## src/rtl/adc_scan_pkg.sv

```systemverilog
package adc_scan_pkg;
  typedef enum logic [1:0] {
    ST_IDLE = 2'd0,
    ST_ARM  = 2'd1,
    ST_CONV = 2'd2
  } seq_state_e;
endpackage

```

## src/rtl/adc_clk_div.sv

```systemverilog
// Conversion-clock tick generator: divided core clock or external RC tick.
module adc_clk_div #(
  parameter int DIVW = 6
) (
  input  logic            clk,
  input  logic            rst_n,
  input  logic            rc_sel,
  input  logic [DIVW-1:0] div_sel,
  input  logic            rc_tick,
  output logic            tick
);
  logic [DIVW-1:0] cnt_q;
  logic            wrap;

  assign wrap = (cnt_q >= div_sel);

  always_ff @(posedge clk or negedge rst_n) begin
    if (!rst_n)                cnt_q <= '0;
    else if (rc_sel || wrap)   cnt_q <= '0;
    else                       cnt_q <= cnt_q + 1'b1;
  end

  assign tick = rc_sel ? rc_tick : wrap;
endmodule

```

## src/rtl/adc_chan_pick.sv

```systemverilog
// Chooses the channel for the next conversion from the scan mask.
module adc_chan_pick #(
  parameter int NCH = 16,
  localparam int CW = $clog2(NCH)
) (
  input  logic [NCH-1:0] mask,
  input  logic           scan_en,
  input  logic           restart,
  input  logic [CW-1:0]  prev,
  input  logic [CW-1:0]  man_ch,
  output logic [CW-1:0]  ch
);
  logic [CW-1:0] first_ch, next_ch;
  logic          have_first, have_next;

  always_comb begin
    first_ch   = '0;
    next_ch    = '0;
    have_first = 1'b0;
    have_next  = 1'b0;
    // descending walk: the last hit is the lowest matching channel
    for (int i = NCH - 1; i >= 0; i--) begin
      if (mask[i]) begin
        first_ch   = CW'(i);
        have_first = 1'b1;
        if (i > int'(prev)) begin
          next_ch   = CW'(i);
          have_next = 1'b1;
        end
      end
    end
    if (!scan_en || !have_first)   ch = man_ch;
    else if (restart || !have_next) ch = first_ch;
    else                            ch = next_ch;
  end
endmodule

```

## src/rtl/adc_result_buf.sv

```systemverilog
// Result slots: one write port, one combinational read port.
module adc_result_buf #(
  parameter int DW = 10,
  parameter int AW = 4,
  localparam int NSLOT = 1 << AW
) (
  input  logic          clk,
  input  logic          we,
  input  logic [AW-1:0] waddr,
  input  logic [DW-1:0] wdata,
  input  logic [AW-1:0] raddr,
  output logic [DW-1:0] rdata
);
  logic [DW-1:0] slot_q [NSLOT];

  always_ff @(posedge clk) begin
    if (we) slot_q[waddr] <= wdata;
  end

  assign rdata = slot_q[raddr];
endmodule

```

## src/rtl/adc_scan_seq.sv

```systemverilog
module adc_scan_seq
  import adc_scan_pkg::*;
#(
  parameter int NCH  = 16,
  parameter int DW   = 10,
  parameter int DIVW = 6,
  parameter int GW   = 4,
  localparam int CW  = $clog2(NCH)
) (
  input  logic            clk,
  input  logic            rst_n,
  input  logic            scan_en,
  input  logic [NCH-1:0]  scan_mask,
  input  logic [CW-1:0]   man_ch,
  input  logic [GW-1:0]   grp_len,
  input  logic            trig,
  input  logic            rc_sel,
  input  logic [DIVW-1:0] div_sel,
  input  logic            rc_tick,
  output logic [CW-1:0]   ch_sel,
  output logic            conv_start,
  input  logic            res_valid,
  output logic            res_ready,
  input  logic [DW-1:0]   res_data,
  input  logic [GW-1:0]   rd_addr,
  output logic [DW-1:0]   rd_data,
  output logic            irq,
  input  logic            irq_clr,
  output logic            done
);
  seq_state_e    state_q;
  logic [GW-1:0] grp_cnt_q;
  logic [CW-1:0] ch_q, last_ch_q, pick_ch;
  logic          start_q, done_q, irq_q;
  logic          tick, accept, grp_end;

  adc_clk_div #(.DIVW(DIVW)) u_div (
    .clk(clk), .rst_n(rst_n), .rc_sel(rc_sel), .div_sel(div_sel),
    .rc_tick(rc_tick), .tick(tick)
  );

  adc_chan_pick #(.NCH(NCH)) u_pick (
    .mask(scan_mask), .scan_en(scan_en), .restart(grp_cnt_q == '0),
    .prev(last_ch_q), .man_ch(man_ch), .ch(pick_ch)
  );

  adc_result_buf #(.DW(DW), .AW(GW)) u_buf (
    .clk(clk), .we(accept), .waddr(grp_cnt_q), .wdata(res_data),
    .raddr(rd_addr), .rdata(rd_data)
  );

  assign accept  = (state_q == ST_CONV) && res_valid;
  assign grp_end = (grp_cnt_q == grp_len);

  always_ff @(posedge clk or negedge rst_n) begin
    if (!rst_n) begin
      state_q   <= ST_IDLE;
      grp_cnt_q <= '0;
      ch_q      <= '0;
      last_ch_q <= '0;
      start_q   <= 1'b0;
      done_q    <= 1'b0;
    end else begin
      start_q <= 1'b0;
      unique case (state_q)
        ST_IDLE: if (trig) state_q <= ST_ARM;
        ST_ARM: if (tick) begin
          state_q <= ST_CONV;
          start_q <= 1'b1;
          ch_q    <= pick_ch;
          done_q  <= 1'b0;
        end
        ST_CONV: if (res_valid) begin
          state_q   <= ST_IDLE;
          done_q    <= 1'b1;
          last_ch_q <= ch_q;
          grp_cnt_q <= grp_end ? '0 : grp_cnt_q + 1'b1;
        end
        default: state_q <= ST_IDLE;
      endcase
    end
  end

  always_ff @(posedge clk or negedge rst_n) begin
    if (!rst_n)                 irq_q <= 1'b0;
    else if (accept && grp_end) irq_q <= 1'b1;
    else if (irq_clr)           irq_q <= 1'b0;
  end

  assign ch_sel     = ch_q;
  assign conv_start = start_q;
  assign res_ready  = (state_q == ST_CONV);
  assign irq        = irq_q;
  assign done       = done_q;
endmodule

```

## config.mk

```make
export PLATFORM = sky130hd
export DESIGN_NAME = adc_scan_seq
export DESIGN_NICKNAME = d
export VERILOG_FILES = /design/src/rtl/adc_scan_pkg.sv /design/src/rtl/adc_clk_div.sv /design/src/rtl/adc_chan_pick.sv /design/src/rtl/adc_result_buf.sv /design/src/rtl/adc_scan_seq.sv
export SDC_FILE = /design/constraint.sdc
export NUM_CORES = 1
export LEC_CHECK = 0
export ABC_AREA = 1
export ABC_CLOCK_PERIOD_IN_PS = 2100
export BUFFER_PORTS_ARGS = -buffer_cell sky130_fd_sc_hd__buf_2
export CELL_PAD_IN_SITES_DETAIL_PLACEMENT = 1
export CELL_PAD_IN_SITES_GLOBAL_PLACEMENT = 1
export CORE_ASPECT_RATIO = 1.2
export CORE_MARGIN = 2
export CORE_UTILIZATION = 46
export DETAILED_ROUTE_END_ITERATION = 6
export GPL_TIMING_DRIVEN = 0
export PLACE_DENSITY = 0.86
export SYNTH_ARGS = -nofsm -noshare
export SYNTH_HDL_FRONTEND = slang
export SYNTH_HIERARCHICAL = 1
export SYNTH_SLANG_ARGS = --single-unit
```

## constraint.sdc

```tcl
create_clock -name clk -period 2.1 [get_ports clk]
set_input_delay 0.21 -clock clk [delete_from_list [all_inputs] [get_ports clk]]
set_output_delay 0.21 -clock clk [all_outputs]
set_load 0.02 [all_outputs]
```

==> reports/metrics.cfg, run 1 <==
[status]
status = complete, no violations

[global_routing]
track_usage_pct = 24.9
first_global_vias = 7196
grt_pass1_wl_um = 37200
globalRoute.totalOverflow = 0
antenna_found_initial = 0
grt_max_degree = 24

[synth]
yosysMostFrequentCell = nand2_1
yosysTopAreaCellShare_pct = 54.1
synth_warnings = 6
synth_area_um2 = 8870
synth_cell_type_count = 39
synthFlopType = edfxtp_1
synth_async_sr_flop_share_pct = 12.6
synth_edf_count = 160
syn_inst = 972
yosys-top-cells-count = nand2_1, inv_1, edfxtp_1, nand3_1, nor2_1
yosysTopAreaCell = edfxtp_1
yosysSeqAreaShare_pct = 60.6
yosys_register_bits = 183
syn_avg_cell_area_um2 = 9.13
synth_area_leaders = edfxtp_1, nand2_1, nand3_1
syn_nets = 1033

[setup_path]
cp-start-kind = register
cp.arrival_ns = 2.15
r2r_cells = 5
crit_start = state_q[0]
path_class = reg -> reg
critPathCapture = u_buf/slot_q[15][1]
max_stage_delay_ns = 0.60
crit_fanout = 10
slowest_stage = nor2_2
worstReg2RegEnd = u_buf/slot_q[15][1]
worstPathRequired_ns = 2.17
reg2reg_from = state_q[0]
r2r_slack_ns = 0.02
path_cells = nor2_4 > nand2_4 > inv_4 > nand3_1 > nor2_2
crit_path_end_kind = register

[floorplanning]
fp.dieW_um = 131
io_pins = 70
dieArea_um2 = 20400
num_rows = 55
die_y_um = 156
start_util_pct = 47.1
coreArea_um2 = 18900

[pwr]
ir_drop_v = 0.000600
p_leak_nw = 4.73
power_density_nw_per_um2 = 882

[layout]
syn_to_final_growth_pct = 16.3
fin_nets = 1130
antennaDiodeCount = 0
drive_gt1_share_pct = 17.5

[place]
dp_slack_ns = -0.234
hpwl_um = 17300
gp_congestion = 0.938
io_buffers = 67

[worst_hold_path]
min_path_cells = 3
hp-class = in -> reg

[run]
cap_viol_max_count = 0

[clock_tree]
cts_buffer_depth = 2
clk_pin_slew_ns = 0.07
cts.sinks = 183
root_buffer = clkbuf_16
htree_num_levels = 4
cts_tree = done
numCtsBuffers = 17
clk_latency_ns = 0.43

[route]
routed_wirelength_um = 24600
dr.pass1.iters = 5
drtIter0Drc = 303
vias_per_cell = 5.13
antenna_left = 0
remaining_drc_errors = 0
wire_per_inst_um = 18.4
num_vias = 6870

[timing]
setup_slack_ns = 0.0173
fmax_ghz = 0.480
finalSetupTns_ns = 0
finalClockSkew_ns = 0.0115
setup_viol = 0
rsz0062_at_grt = yes
tightestPinTransition_ns = 0.648
maxSlewHeadroom_pct = 56.8
fin_crit_sh_pct = 99.2
hold_viol_final = 0
period_minus_slack_ns = 2.08
drv_slew = 0

[through the flow]
step | total power [mW] | utilization [%] | std cells | hold WS, ns | area [um^2]
after floorplan | 5.40 | - | 972 | -0.0856 | 8870
after global placement | 5.91 | 50.5 | 1295 | 0.216 | 9530
after detailed placement | 5.99 | 50.5 | 1295 | 0.227 | 9530
after CTS | 8.97 | 53.7 | 1329 | 0.0179 | 10100
after global routing | 9.49 | 54.7 | 1338 | 0.0200 | 10300
final | 9.11 | 54.7 | 1338 | 0.0287 | 10300
[kinds of logic (layout without fill, tap and decap cells)]
logic type | after synthesis | after routing | synth area share, %
compound gates | 30 | 30 | 2.47
xor+xnor | 3 | 3 | 0.296
fa+ha+maj | 9 | 9 | 1.27
flops | 183 | 183 | 60.6
simple gates | 527 | 527 | 24.9
buf+inv | 220 | 330 | 10.5
[critical path, delay by kind of cell (launching register included)]
kind                   cells  cell delay [ns]
and+or+nand+nor            4             1.15
DFF                        1             0.46
buffers and inverters      1             0.10
[layout make-up]
cell class / instances / area, um^2
clock buffer: 18 / 429
inverter: 188 / 714
timing repair buffer: 78 / 448
clock inverter: 14 / 113
buffer: 32 / 216
multi-input combinational: 569 / 2690
tap: 256 / 320
fill: 2236 / 8530
sequential: 183 / 5390
[placed cells by master, fill, tap and decap left out, drive strengths merged, types with 9 or more instances in the layout]
cell type and n:
nand3 137, clkbuf 24, o21ai 12, ha 9
edfxtp 160, buf 102, nand2 322, dfrtp 23
nor2 57, inv 194
[where the power goes]
group / switching [mW] / internal, mW / leakage, nW
clock: 1.42 / 1.54 / 0.254
sequential: 0.240 / 4.15 / 1.73
combinational: 1.20 / 0.560 / 2.75
total: 2.86 / 6.25 / 4.73
[worst min-delay path by stage]
stage | from | endpoint | slack (ns)
2_1_floorplan | rst_n | ch_sel[0] | -0.09
5_1_grt | trig | state_q[0] | 0.02
3_5_place_dp | rst_n | ch_sel[1] | 0.23
4_1_cts | trig | state_q[0] | 0.02
3_3_place_gp | rst_n | ch_sel[1] | 0.22
6_report | trig | state_q[0] | 0.03
[routing by layer]
metal,global-route usage (%),share of wire [%],up-vias
met5,0,0,-
met4,13.0,4.8,0
met3,4.66,4.3,55
met2,44.8,52,207
met1,27.5,39,3315
li1,-,-,3293
[sequential cells by signal, indices dropped and copies added, names as in the netlist]
register and flops:
last_ch_q 4, grp_cnt_q 4, u_buf/slot_q 160, done 1
irq 1, state_q 2, ch_sel 4, u_div/cnt_q 6
conv_start 1
[timing repair]
item / 4_1_cts / 5_1_grt
buffers inserted: 0 / 9
hold endpoints to repair: 24 / 0
gates resized for setup: 12 / 32
hold buffers: 2 / 0
pin swaps: 0 / 14
setup endpoints to repair: 153 / 123
gates cloned: 0 / 0
Note: power is estimated with default switching activity, not from simulation.
==> run 2: changes to the inputs <==
--- a/config.mk
+++ b/config.mk
@@ -12,11 +12,10 @@
 export CELL_PAD_IN_SITES_GLOBAL_PLACEMENT = 1
 export CORE_ASPECT_RATIO = 1.2
 export CORE_MARGIN = 2
-export CORE_UTILIZATION = 46
+export CORE_UTILIZATION = 48
 export DETAILED_ROUTE_END_ITERATION = 6
 export GPL_TIMING_DRIVEN = 0
 export PLACE_DENSITY = 0.86
 export SYNTH_ARGS = -nofsm -noshare
 export SYNTH_HDL_FRONTEND = slang
-export SYNTH_HIERARCHICAL = 1
 export SYNTH_SLANG_ARGS = --single-unit
==> run 2 against run 1 <==
Against the previous run: total power grew 2.8%; via count fell by 13%; clock-buffer cell count is the same; global-route usage increased by 2.7 points; largest power group unchanged.
==> reports/metrics.cfg, run 2 <==
[floorplanning]
num_rows = 52  ; -5.5%
die_y_um = 147  ; -5.9%
dieArea_um2 = 18100  ; -11%
start_util_pct = 48.7  ; +1.6 points
fp.dieW_um = 123  ; -5.9%
io_pins = 70  ; unchanged
coreArea_um2 = 16800  ; -11%

[clock_tree]
numCtsBuffers = 17  ; unchanged
cts_buffer_depth = 2  ; unchanged
root_buffer = clkbuf_16
htree_num_levels = 4  ; unchanged
clk_pin_slew_ns = 0.06  ; about the same
cts.sinks = 183  ; unchanged
clk_latency_ns = 0.43  ; about the same
cts_tree = done

[synth]
yosysSeqAreaShare_pct = 65.9  ; +5.3 points
syn_nets = 770  ; -25%
synth_async_sr_flop_share_pct = 12.6  ; unchanged
synth_xor_area_share_pct = 0.751  ; +0.45 points
yosysTopAreaCell = edfxtp_1
synth_warnings = 0  ; -6
synth_mux_area_share_pct = 4.90  ; +4.9 points
synthAdderAreaFrac_pct = 1.69  ; +0.42 points
yosysTopAreaCellShare_pct = 58.8  ; +4.7 points
yosys_register_bits = 183  ; unchanged
syn_inst = 707  ; -27%
syn_avg_cell_area_um2 = 11.6  ; +27%
synth_area_um2 = 8170  ; -8.0%
synth_area_leaders = edfxtp_1, dfrtp_1, mux2i_1
synthFlopType = edfxtp_1
synth_top_family_by_area = compound AO/OA/AOI/OAI gates
yosysMostFrequentCell = edfxtp_1
synth-simple-area-share_pct = 8.29  ; -17 points
synth_cell_type_count = 32  ; -18%
synth_compound_area_share_pct = 12.5  ; +10 points
yosys-top-cells-count = edfxtp_1, inv_1, nand2_1, o21ai_0, a21oi_1
synth_edf_count = 160  ; unchanged

[layout]
largestRegisters = u_buf.slot_q (160), u_div.cnt_q (6)
fin_nets = 873  ; -23%
drive_gt1_share_pct = 19.7  ; +2.2 points
largest_register_ff_count = 160  ; unchanged
regMostFlops = u_buf.slot_q
final_cell_mix = edfxtp_1, inv_1, nand2_1, buf_2, o21ai_0
syn_to_final_growth_pct = 20.4
antennaDiodeCount = 0  ; unchanged
finalNonFillerCells = 1039  ; -22%
final_common_cell = edfxtp_1

[route]
drtIter0Drc = 452  ; +49%
routed_wirelength_um = 23800  ; -3.4%
antenna_left = 0  ; unchanged
wire_per_inst_um = 22.9  ; +24%
vias_per_cell = 5.74  ; +12%
remaining_drc_errors = 0  ; unchanged
dr.pass1.iters = 5  ; unchanged
num_vias = 5968  ; -13%

[timing]
period_minus_slack_ns = 2.01  ; -0.0755 ns
finalClockSkew_ns = 0.00952  ; -0.00198 ns
finalSetupTns_ns = 0  ; unchanged
fin_crit_sh_pct = 95.6  ; -3.6 points
setup_viol = 0  ; unchanged
fmax_ghz = 0.498  ; +3.8%
tightestPinTransition_ns = 0.723  ; +0.0750 ns
timing.hold.ws_ns = 0.0220  ; -0.00671 ns
hold_viol_final = 0  ; unchanged
maxSlewHeadroom_pct = 51.7  ; -5.1 points
drv_slew = 0  ; unchanged

[status]
status = complete, no violations

[setup_path]
crit_path_end_kind = output port
cp-start-kind = primary input
path_class = in -> out
worstPathRequired_ns = 1.89  ; -0.28 ns
crit_fanout = 12  ; +2
cp.arrival_ns = 1.80  ; -0.35 ns
r2r_cells = 8  ; +3

[place]
gp_congestion = 0.838  ; -11%
dp_cells = 990  ; -24%
io_buffers = 67  ; unchanged
hpwl_um = 15800  ; -9.0%

[pwr]
p_seq_share_pct = 46.4  ; -1.8 points
p_leak_nw = 3.89  ; -18%
power_density_nw_per_um2 = 952  ; +7.9%
ir_drop_v = 0.000595  ; -0.89%
p_clk_share_pct = 35.3  ; +2.8 points
switching_share_pct = 29.8  ; -1.6 points
power_frac_comb_pct = 18.4  ; -0.9 points
internal_power_mw = 6.57  ; +5.1%
switching_power_mw = 2.79  ; -2.4%

[run]
cap_viol_max_count = 0  ; unchanged

[worst_hold_path]
hp-class = in -> reg
min_path_cells = 3  ; unchanged

[global_routing]
antenna_found_initial = 0  ; unchanged
grt_max_degree = 24  ; unchanged
track_usage_pct = 27.6  ; +2.7 points
first_global_vias = 6502  ; -9.6%
grt_pass1_wl_um = 36300  ; -2.5%
globalRoute.totalOverflow = 0  ; unchanged

-- run 2: metal layers --
metal,GRT usage (%),wire length [um],up-vias
li1,-,-,2699
met1,30.6,8740,2985
met2,50.1,12800,216
met3,4.04,1210,68
met4,14.7,1010,0
met5,0,0,-
-- run 2: kinds of logic after synthesis --
logic type,after synthesis
and+or+nand+nor,164
DFF,183
xor gates and xnor gates,7
buffers and inverters,128
adders and majority gates,11
AOI/OAI and AO/OA,174
muxes,40
-- run 2: final cells by class --
class,count,area (um^2)
Multi-Input combinational cell,396,2460
Clock buffer,18,429
Clock inverter,14,174
Inverter,100,378
Buffer,27,120
Fill cell,1773,6960
Timing Repair Buffer,85,616
Tap cell,216,270
Sequential cell,183,5380
-- run 2: timing repair --
action | CTS | global route
hold endpoints to repair | 25 | 0
pin swaps | 8 | 9
hold buffers | 3 | 0
resized for setup | 23 | 23
setup buffers | 10 | 5
endpoints found under the setup margin | 172 | 156
-- run 2: worst paths after layout --
| check | startpoint | endpoint | slack, ns |
|---|---|---|---|
| worst max-delay path | rd_addr[2] | rd_data[2] | 0.09 |
| worst min-delay path | trig | state_q[0] | 0.02 |
| worst max register to register | state_q[1] | u_buf.slot_q[13][3] | 0.11 |
| worst min register to register | state_q[0] | state_q[1] | 0.50 |
| max in group asynchronous | rst_n | last_ch_q[3] | 1.44 |
| min in group asynchronous | rst_n | ch_sel[3] | 0.29 |
-- run 2: per-stage QoR --
step | power, mW | worst slack (ns) | cell area, um^2 | util, %
final | 9.36 | 0.0928 | 9830 | 58.6
after detailed placement | 5.94 | -0.437 | 8800 | 52.5
after global placement | 5.82 | -0.309 | 8800 | 52.5
after floorplan | 5.38 | -0.0694 | 8200 | -
after CTS | 9.29 | -0.0449 | 9690 | 57.7
after global routing | 9.72 | -0.00632 | 9830 | 58.6
-- run 2: critical path, cell delays in order --
cell and delay (ns):
buf_2 0.30, clkbuf_1 0.59, o211ai_1 0.30, nand3_1 0.13, nand2_1 0.09, buf_2 0.17
-- run 2: power by group through the flow --
stage / Combinational [mW] / Sequential [mW] / Clock, mW
after floorplan: 0.962 / 4.42 / 0
after global placement: 1.43 / 4.39 / 0
after detailed placement: 1.54 / 4.40 / 0
after CTS: 1.64 / 4.33 / 3.32
after global routing: 1.90 / 4.36 / 3.45
final: 1.72 / 4.34 / 3.30
